**src/rtl/chan_tune_pkg.sv**
```systemverilog
`timescale 1ns/1ps
package chan_tune_pkg;

   // Operation that updates the held index, in falling priority
   typedef enum logic [2:0] {
      OP_HOLD   = 3'd0,
      OP_LOAD   = 3'd1,
      OP_RECALL = 3'd2,
      OP_UP     = 3'd3,
      OP_DOWN   = 3'd4
   } tune_op_e;

endpackage

```
**src/rtl/tune_op_arbiter.sv**
```systemverilog
`timescale 1ns/1ps
module tune_op_arbiter
   import chan_tune_pkg::*;
(
   input  logic     load_en,
   input  logic     recall_en,
   input  logic     step_up,
   input  logic     step_dn,
   output tune_op_e op
);

   always_comb begin
      if (load_en)
         op = OP_LOAD;
      else if (recall_en)
         op = OP_RECALL;
      else if (step_up && !step_dn)
         op = OP_UP;
      else if (step_dn && !step_up)
         op = OP_DOWN;
      else
         op = OP_HOLD;
   end

endmodule

```
**src/rtl/tune_idx_sanitizer.sv**
```systemverilog
`timescale 1ns/1ps
module tune_idx_sanitizer #(
   parameter int IDX_W   = 8,
   parameter int TOP_ODD = 211
) (
   input  logic [IDX_W-1:0] raw,
   output logic [IDX_W-1:0] clean
);

   localparam logic [IDX_W-1:0] LOW_IDX  = IDX_W'(1);
   localparam logic [IDX_W-1:0] HIGH_IDX = IDX_W'(TOP_ODD);

   always_comb begin
      if (raw == '0)
         clean = LOW_IDX;
      else if (raw >= HIGH_IDX)
         clean = HIGH_IDX;
      else if (!raw[0])
         clean = raw - LOW_IDX;
      else
         clean = raw;
   end

endmodule

```
**src/rtl/tune_step_unit.sv**
```systemverilog
`timescale 1ns/1ps
module tune_step_unit #(
   parameter int IDX_W   = 8,
   parameter int TOP_ODD = 211,
   parameter int STEP    = 2,
   parameter bit WRAP_EN = 1'b1
) (
   input  logic [IDX_W-1:0] cur,
   output logic [IDX_W-1:0] nxt_up,
   output logic [IDX_W-1:0] nxt_dn
);

   localparam logic [IDX_W-1:0] LOW_IDX  = IDX_W'(1);
   localparam logic [IDX_W-1:0] HIGH_IDX = IDX_W'(TOP_ODD);
   localparam logic [IDX_W-1:0] STEP_V   = IDX_W'(STEP);
   localparam logic [IDX_W-1:0] UP_LIM   = IDX_W'(TOP_ODD - STEP);
   localparam logic [IDX_W-1:0] DN_LIM   = IDX_W'(1 + STEP);

   logic top_hit;
   logic bot_hit;

   assign top_hit = (cur > UP_LIM);
   assign bot_hit = (cur < DN_LIM);

   generate
      if (WRAP_EN) begin : g_wrap
         assign nxt_up = top_hit ? LOW_IDX  : cur + STEP_V;
         assign nxt_dn = bot_hit ? HIGH_IDX : cur - STEP_V;
      end else begin : g_sat
         assign nxt_up = top_hit ? cur : cur + STEP_V;
         assign nxt_dn = bot_hit ? cur : cur - STEP_V;
      end
   endgenerate

endmodule

```
**src/rtl/tune_preset_bank.sv**
```systemverilog
`timescale 1ns/1ps
module tune_preset_bank #(
   parameter int IDX_W     = 8,
   parameter int NUM_SLOTS = 4,
   parameter int SLOT_W    = 2,
   parameter int RESET_IDX = 1
) (
   input  logic              clk,
   input  logic              rst_n,
   input  logic              wr_en,
   input  logic [SLOT_W-1:0] sel,
   input  logic [IDX_W-1:0]  wr_val,
   output logic [IDX_W-1:0]  rd_val
);

   logic [IDX_W-1:0] slot_vals [NUM_SLOTS];

   generate
      for (genvar g = 0; g < NUM_SLOTS; g++) begin : g_slot
         logic [IDX_W-1:0] slot_q;
         always_ff @(posedge clk or negedge rst_n) begin
            if (!rst_n)
               slot_q <= IDX_W'(RESET_IDX);
            else if (wr_en && (sel == SLOT_W'(g)))
               slot_q <= wr_val;
         end
         assign slot_vals[g] = slot_q;
      end
   endgenerate

   assign rd_val = slot_vals[sel];

endmodule

```
**src/rtl/tune_out_stage.sv**
```systemverilog
`timescale 1ns/1ps
module tune_out_stage #(
   parameter int IDX_W     = 8,
   parameter int RESET_IDX = 1
) (
   input  logic             clk,
   input  logic             rst_n,
   input  logic [IDX_W-1:0] nxt_base,
   input  logic             even_sel,
   output logic [IDX_W-1:0] chan_out,
   output logic             chan_chg
);

   logic [IDX_W-1:0] eff_d;

   assign eff_d = nxt_base + {{(IDX_W-1){1'b0}}, even_sel};

   always_ff @(posedge clk or negedge rst_n) begin
      if (!rst_n) begin
         chan_out <= IDX_W'(RESET_IDX);
         chan_chg <= 1'b0;
      end else begin
         chan_out <= eff_d;
         chan_chg <= (eff_d != chan_out);
      end
   end

endmodule

```
**src/rtl/chan_step_tuner.sv**
```systemverilog
`timescale 1ns/1ps
module chan_step_tuner
   import chan_tune_pkg::*;
#(
   parameter int IDX_W     = 8,
   parameter int IDX_MAX   = 212,
   parameter int STEP      = 2,
   parameter int NUM_SLOTS = 4,
   parameter int RESET_IDX = 1,
   parameter bit WRAP_EN   = 1'b1,
   localparam int SLOT_W   = (NUM_SLOTS > 1) ? $clog2(NUM_SLOTS) : 1
) (
   input  logic              clk,
   input  logic              rst_n,
   input  logic              step_up,
   input  logic              step_dn,
   input  logic              even_sel,
   input  logic              load_en,
   input  logic [IDX_W-1:0]  load_val,
   input  logic              store_en,
   input  logic              recall_en,
   input  logic [SLOT_W-1:0] slot_sel,
   output logic [IDX_W-1:0]  base_idx,
   output logic [IDX_W-1:0]  chan_out,
   output logic              chan_chg
);

   localparam int TOP_ODD = (IDX_MAX % 2 == 1) ? IDX_MAX : IDX_MAX - 1;

   // Elaboration-time parameter checks
   if (IDX_MAX >= (2 ** IDX_W)) begin : g_chk_width
      $error("IDX_MAX does not fit in IDX_W bits");
   end
   if (IDX_MAX < 3) begin : g_chk_span
      $error("IDX_MAX must be at least 3");
   end
   if ((RESET_IDX % 2 != 1) || (RESET_IDX > TOP_ODD)) begin : g_chk_reset
      $error("RESET_IDX must be odd and within range");
   end
   if ((STEP % 2 != 0) || (STEP < 2) || (STEP > TOP_ODD - 1)) begin : g_chk_step
      $error("STEP must be even, at least 2 and below the span");
   end
   if ((NUM_SLOTS < 2) || ((2 ** SLOT_W) != NUM_SLOTS)) begin : g_chk_slots
      $error("NUM_SLOTS must be a power of two of at least 2");
   end

   tune_op_e         op;
   logic [IDX_W-1:0] cur_q;
   logic [IDX_W-1:0] cur_d;
   logic [IDX_W-1:0] load_clean;
   logic [IDX_W-1:0] up_val;
   logic [IDX_W-1:0] dn_val;
   logic [IDX_W-1:0] slot_val;

   tune_op_arbiter u_arb (
      .load_en   (load_en),
      .recall_en (recall_en),
      .step_up   (step_up),
      .step_dn   (step_dn),
      .op        (op)
   );

   tune_idx_sanitizer #(
      .IDX_W   (IDX_W),
      .TOP_ODD (TOP_ODD)
   ) u_san (
      .raw   (load_val),
      .clean (load_clean)
   );

   tune_step_unit #(
      .IDX_W   (IDX_W),
      .TOP_ODD (TOP_ODD),
      .STEP    (STEP),
      .WRAP_EN (WRAP_EN)
   ) u_step (
      .cur    (cur_q),
      .nxt_up (up_val),
      .nxt_dn (dn_val)
   );

   tune_preset_bank #(
      .IDX_W     (IDX_W),
      .NUM_SLOTS (NUM_SLOTS),
      .SLOT_W    (SLOT_W),
      .RESET_IDX (RESET_IDX)
   ) u_bank (
      .clk    (clk),
      .rst_n  (rst_n),
      .wr_en  (store_en),
      .sel    (slot_sel),
      .wr_val (cur_q),
      .rd_val (slot_val)
   );

   always_comb begin
      unique case (op)
         OP_LOAD:   cur_d = load_clean;
         OP_RECALL: cur_d = slot_val;
         OP_UP:     cur_d = up_val;
         OP_DOWN:   cur_d = dn_val;
         default:   cur_d = cur_q;
      endcase
   end

   always_ff @(posedge clk or negedge rst_n) begin
      if (!rst_n)
         cur_q <= IDX_W'(RESET_IDX);
      else
         cur_q <= cur_d;
   end

   tune_out_stage #(
      .IDX_W     (IDX_W),
      .RESET_IDX (RESET_IDX)
   ) u_out (
      .clk      (clk),
      .rst_n    (rst_n),
      .nxt_base (cur_d),
      .even_sel (even_sel),
      .chan_out (chan_out),
      .chan_chg (chan_chg)
   );

   assign base_idx = cur_q;

endmodule

```
**config.mk**
```make
export PLATFORM = sky130hd
export DESIGN_NAME = chan_step_tuner
export DESIGN_NICKNAME = d
export VERILOG_FILES = /design/src/rtl/chan_tune_pkg.sv /design/src/rtl/tune_op_arbiter.sv /design/src/rtl/tune_idx_sanitizer.sv /design/src/rtl/tune_step_unit.sv /design/src/rtl/tune_preset_bank.sv /design/src/rtl/tune_out_stage.sv /design/src/rtl/chan_step_tuner.sv
export SDC_FILE = /design/constraint.sdc
export NUM_CORES = 1
export LEC_CHECK = 0
export BUFFER_PORTS_ARGS = -buffer_cell sky130_fd_sc_hd__buf_2
export CAP_MARGIN = 20
export CELL_PAD_IN_SITES_DETAIL_PLACEMENT = 1
export CELL_PAD_IN_SITES_GLOBAL_PLACEMENT = 2
export CORE_MARGIN = 2
export CORE_UTILIZATION = 35
export DETAILED_ROUTE_END_ITERATION = 7
export GPL_TIMING_DRIVEN = 0
export PLACE_DENSITY_LB_ADDON = 0.15
export SLEW_MARGIN = 0
export SYNTH_ARGS = -nofsm -noshare
export SYNTH_HDL_FRONTEND = slang
export SYNTH_SLANG_ARGS = --single-unit
```
**constraint.sdc**
```tcl
create_clock -name clk -period 3.55 [get_ports clk]
set_clock_uncertainty 0.1 [all_clocks]
set_input_delay 0.1775 -clock clk [delete_from_list [all_inputs] [get_ports clk]]
set_output_delay 0.1775 -clock clk [all_outputs]
set_load 0.1 [all_outputs]
```
Word-level counts from Yosys, hierarchy flattened:

Index checks and enable logic that the tools add are counted.

* bits in registers: 49
* output and inout bits: 17
* word-level logic and storage cells: 47
* bits of input ports: 18

* add/sub/neg operators: 4
* reductions and logical operators: 10
* mux-type cells: 13
* $lt $le $gt $ge: 4
* equal/unequal tests: 8
* bitwise gates (word level): 1

Operators by type and width (number)
* 8-bit two-way mux: 7
* 8-bit case mux with 4 select lines: 1
* 8-bit binary-select mux with 2-bit select: 1
* 3-bit two-way mux: 4
* 8-bit by 1-bit adder with 8-bit output: 1
* 8-bit by 2-bit adder with 8-bit output (second input constant): 1
* 8-bit greater-or-equal comparator (second input constant): 1
* 8-bit > comparator (second input constant): 1
* 8-bit zero test: 1
* 8-bit by 2-bit less-than comparator with 1-bit output (second input constant): 1
* 8-bit != test: 1
* 8-bit by 1-bit subtractor with 8-bit output (second input constant): 1
* 8-bit by 2-bit subtractor with 8-bit output (second input constant): 1
* 3-bit by 2-bit equality test with 1-bit output (second input constant): 2
* 1-bit logical AND: 6
* 2-bit equality test (second input constant): 2
* 3-bit by 1-bit equality test with 1-bit output (second input constant): 1
* 3-bit equality test (second input constant): 1
* 3-bit greater-or-equal comparator (second input constant): 1
* 2-bit NOT with 3-bit output: 1
* 2-bit by 1-bit equality test with 1-bit output (second input constant): 1
* 1-bit zero test: 2
* 2-bit zero test: 1

Depth between registers and ports, before layout:

* word-level depth: 10
* depth in mapped cells: 15
* mapped depth without buffers: 13

Hierarchy:

Synthesis repeated with hierarchy kept, for this count alone.

* cell total of the unflattened synthesis: 291
* area total of the unflattened synthesis: 3244.4 um2

Modules (own cells, without submodules)
* tune_preset_bank: seq. area each 805.8 um2, area each 1431.4 um2, times used 1, cells each 78
* chan_step_tuner: seq. area each 201.4 um2, area each 660.6 um2, times used 1, cells each 69
* tune_out_stage: seq. area each 226.5 um2, area each 518.0 um2, times used 1, cells each 47
* tune_step_unit: seq. area each 0.0 um2, area each 349.1 um2, times used 1, cells each 58
* tune_idx_sanitizer: seq. area each 0.0 um2, area each 247.7 um2, times used 1, cells each 34
* tune_op_arbiter: seq. area each 0.0 um2, area each 37.5 um2, times used 1, cells each 5

Worst setup path after synthesis:

Ideal clock, no wire load.

* kind: register to register
* from: reg cur_q[1] (netlist: base_idx[1])
* to: reg u_out.chan_chg
* cell stages (with the launch flop): 16
* required time: 3313 ps
* library setup time: 137 ps
* clock period less this slack: 3970 ps
* path buffers: 2
* slack: -420 ps
* data arrival time: 3733 ps
* cell sequence: dfrtp_1 -> clkbuf_1 -> a2111oi_0 -> and2_1 -> nand2_1 -> nor2_1 -> a2111oi_0 -> o21bai_1 -> ha_1 -> inv_1 -> a31o_1 -> or4_1 -> buf_2 -> and3_4 -> a2111oi_4 -> nand4_1

* longest elaborated chain between the ends: 5
* elaborated cells between the ends (all ways): 9
* classes of those cells: add/sub (3); order compare (2); eq/ne (1); mux (3)

RTL lines
* start, declared: RTL line chan_step_tuner.sv:48 `logic [IDX_W-1:0] cur_q;`
* start signal, assigned: RTL line chan_step_tuner.sv:108 `cur_q <= IDX_W'(RESET_IDX);`
* start signal, assigned: RTL line chan_step_tuner.sv:110 `cur_q <= cur_d;`
* 8-bit by 2-bit less-than comparator with 1-bit output / 8-bit > comparator (equally long branches): RTL line tune_step_unit.sv:23, tune_step_unit.sv:22
* 8-bit two-way mux (on tied branches): RTL line tune_step_unit.sv:28, tune_step_unit.sv:27
* 8-bit case mux with 4 select lines (*): RTL line chan_step_tuner.sv:97 `unique case (op)`
* named net cur_d[0]: RTL line chan_step_tuner.sv:49 `logic [IDX_W-1:0] cur_d;`
* 8-bit by 1-bit adder with 8-bit output (*): RTL line tune_out_stage.sv:16 `assign eff_d = nxt_base + {{(IDX_W-1){1'b0}}, even_sel};`
* 8-bit != test (*): RTL line tune_out_stage.sv:24 `chan_chg <= (eff_d != chan_out);`
* end signal, assigned: RTL line tune_out_stage.sv:24
* end, declared: RTL line tune_out_stage.sv:11 `output logic chan_chg`

The timed path passes the listed nets; every way through them passes the cells marked *.
A chain may end at the register's enable or synchronous reset.

Worst setup path after layout:

* from: reg cur_q[4] (netlist: base_idx[4])
* to: reg u_out.chan_chg

Same word-level chain as after synthesis.

==> results.yml <==
hold_path:
  worst_hold_path_type: "in2reg"
  hp-start: "even_sel"
synthesis:
  synth_cells: 294
  netlist_area_sq_um: 3150
  ys_types: 72
  synth.area.top_cells: "dfrtp_1 34%, mux2_2 8.6%, dfstp_2 5.0%, mux4_2 5.0%, xnor2_1 3.1%"
  synth.avg_cell_area_sq_um: 10.7
  yosysMostFrequentCell: "dfrtp_1"
  synth-async-reset-ratio: 1.00
  synth_top_family_by_area: "compound AO/OA/AOI/OAI gates"
  synth_common_cells: "43 x dfrtp_1, 24 x mux2_2, 21 x nand2_1, 14 x nor2_1, 13 x o21ai_0"
  synth-edff-count: 0
  synth_ff_type: "dfrtp_1"
  synth_xor_area_frac: 0.0631
  ys.warnings.count: 0
  synthesis.nets: 319
  synthMuxAreaShare: 0.139
  yosysSeqAreaShare: 0.391
  yosys.area.top_type: "dfrtp_1"
  synth-simple-area-share: 0.157
  yosysTopAreaCellShare: 0.341
  synth_compound_area_frac: 0.182
  synth-adder-area-share: 0.0278
  yosys_register_bits: 49
power:
  internal-power_mw: 1.23
  switchingPower_mw: 0.870
  p_clk_frac: 0.213
  pwr-share-seq: 0.376
  power_density_nw_per_um2: 557
  power_leakage_nw: 1.56
  vdd_drop_max_uv: 272
  p_comb_frac: 0.412
  switching_share: 0.415
cells_and_area:
  instances_no_fill: 451
  final_core_util: 0.431
  layout-drive-gt1-share: 0.364
  design_area_sq_um: 3760
  antenna_cells: 0
  nNetsFinal: 367
  syn2layout_area_growth_pct: 19.2
  nFillCells: 970
placement:
  place_hpwl_um: 6690
  gp_congestion: 0.783
  place.port_buffers: 34
  place_ws_ns: -0.544
  placedInstanceArea_sq_um: 3520
  placedCellCount: 438
floorplan:
  ios: 35
  die_y_um: 98.9
  core_sq_um: 8720
  start_util: 0.362
  rows: 34
  die_area_sq_um: 9790
  die_w_um: 98.9
worst_setup_path:
  crit_type: "reg2reg"
  worst_ep_arrival_time_ns: 3.54
  reg2regPathDepth: 14
  regToRegSetupSlack_ns: 0.10
  cp-start-kind: "flip-flop"
  critPathMaxFanout: 7
  end_kind: "flip-flop"
  reg2reg_to: "u_out.chan_chg"
  startpoint: "base_idx[4]"
  cp.required_ns: 3.64
  reg2reg_from: "base_idx[4]"
  critPathCapture: "u_out.chan_chg"
global_route:
  grt_pass1_wl_um: 14600
  grt_max_degree: 28
  grt_antenna_before_repair: 0
  grt_pass1_vias: 2733
  grt_usage: 0.191
  grt-ovfl-total: 0
clock_network:
  clk_latency_ns: 0.31
  numCtsBuffers: 5
  cts_max_level: 2
  root_buffer: "clkbuf_8"
  clkTransAtPathRegs_ns: 0.10
  clockBufferDepth: 2
  clock_sinks: 49
  cts_tree: "built"
route:
  ant_nets: 0
  dr.pass1.iters: 4
  drc: 0
  totalWireLength_um: 8940
  routedWlPerCell_um: 19.8
  first_iter_violations: 83
  routed-via-count: 2534
  vias_per_cell: 5.62
sta:
  worstMarginPinSlew_ns: 0.756
  relSlewSlack: 0.489
  finalSetupTns_ns: 0
  finalSetupViolCount: 0
  fmax_mhz: 290
  worst_slack_ns: 0.103
  post-route-period-util: 0.971
  drv_slew: 0
  period_minus_slack_ns: 3.45
  hold_violations: 0
job:
  maxCapViolations: 0
status:
  status: "finished, final reports clean"
-- critical path, cell delays in order, from the launching register on --
cell and delay (ns):
dfrtp_2 0.41, buf_2 0.19, o211ai_1 0.33, nor3_1 0.10, a2111oi_1 0.42, o21bai_1 0.13, buf_4 0.17, ha_4 0.17
ha_1 0.24, o31ai_1 0.13, nor4_2 0.09, buf_4 0.18, xnor2_1 0.17, a2111oi_4 0.37, nand4_1 0.12
-- layer usage --
metal  part of all wire  track usage  vias up
met2               0.46        0.306       38
li1                   -            -     1199
met5                  0            0        -
met4             0.0088       0.0411        0
met3              0.030       0.0234        6
met1               0.50        0.278     1291
-- cells by family after synthesis --
logic type / count (synthesis)
AND/OR/NAND/NOR: 87
XOR/XNOR: 18
buffers and inverters: 32
AO/OA/AOI/OAI: 69
multiplexers: 32
flip-flops: 49
adder cells (fa/ha/maj): 7
-- power by group through the flow --
stage	clock network (mW)	logic, mW	registers (mW)
after CTS	0.464	0.868	0.771
after floorplan	0	0.425	1.00
after detailed placement	0	0.861	0.773
final	0.445	0.863	0.787
after global routing	0.477	0.924	0.806
after global placement	0	0.850	0.767
-- through the flow --
step | total power, mW | hold slack (ns)
after floorplan | 1.43 | -0.218
after global placement | 1.62 | 0.352
after global routing | 2.21 | 0.0285
after CTS | 2.10 | 0.0332
after detailed placement | 1.63 | 0.0989
final | 2.10 | 0.0239
-- how the worst min path moves through the flow --
stage | slack, ns | cells past startpoint | end
detailed placement | 0.1 | 1 | u_bank.g_slot[3].slot_q[1]
CTS | 0.03 | 2 | u_out.chan_out[0]
global placement | 0.35 | 2 | u_out.chan_out[0]
finish | 0.02 | 2 | u_out.chan_out[0]
floorplan | -0.22 | 0 | base_idx[2]
global route | 0.03 | 2 | u_out.chan_out[0]
-- area by class of cell --
type / instances / area (sq um) / share of cell area
buffer: 14 / 63.8 / 0.0170
clock inverter: 2 / 41.3 / 0.0110
tap: 108 / 135 / 0.0359
inverter: 13 / 48.8 / 0.0130
multi-input combinational: 213 / 1870 / 0.498
timing repair buffer: 46 / 270 / 0.0719
clock buffer: 6 / 82.6 / 0.0220
sequential: 49 / 1250 / 0.332
-- state kept, by name (all words and copies together), names as in the netlist --
name / flops
u_out.chan_chg: 1
u_out.chan_out: 8
u_bank.g_slot.slot_q: 32
base_idx: 8
-- cells in the final DEF, fill, tap and decap left out, types with 3 or more instances in the layout --
master | Yosys | routed
ha_1 | 7 | 6
nor2b_1 | 4 | 4
dfrtp_2 | 0 | 5
inv_1 | 11 | 11
clkbuf_8 | 0 | 6
xor2_1 | 4 | 4
nor3b_1 | 3 | 3
dfstp_2 | 6 | 6
a211oi_1 | 3 | 3
buf_2 | 6 | 40
xnor2_1 | 11 | 11
nor3_1 | 7 | 6
clkbuf_1 | 12 | 6
o211ai_1 | 6 | 6
or3_1 | 3 | 3
nor2_1 | 14 | 14
mux2_2 | 24 | 24
nand3_1 | 9 | 9
a2111oi_4 | 1 | 3
nand2_1 | 21 | 21
a21oi_1 | 3 | 3
a22o_1 | 3 | 3
o21ai_0 | 13 | 13
xnor3_1 | 3 | 3
buf_4 | 0 | 9
dfrtp_1 | 43 | 36
a31oi_1 | 3 | 3
nand3b_1 | 3 | 3
mux4_2 | 7 | 7
-- what timing repair did --
item	CTS	global route
pin swaps	4	5
setup endpoints to repair	3	1
hold endpoints to repair	17	0
resized for setup	6	9
hold buffers	1	0
setup buffers	3	6
Note: power is estimated with default switching activity, not from simulation.
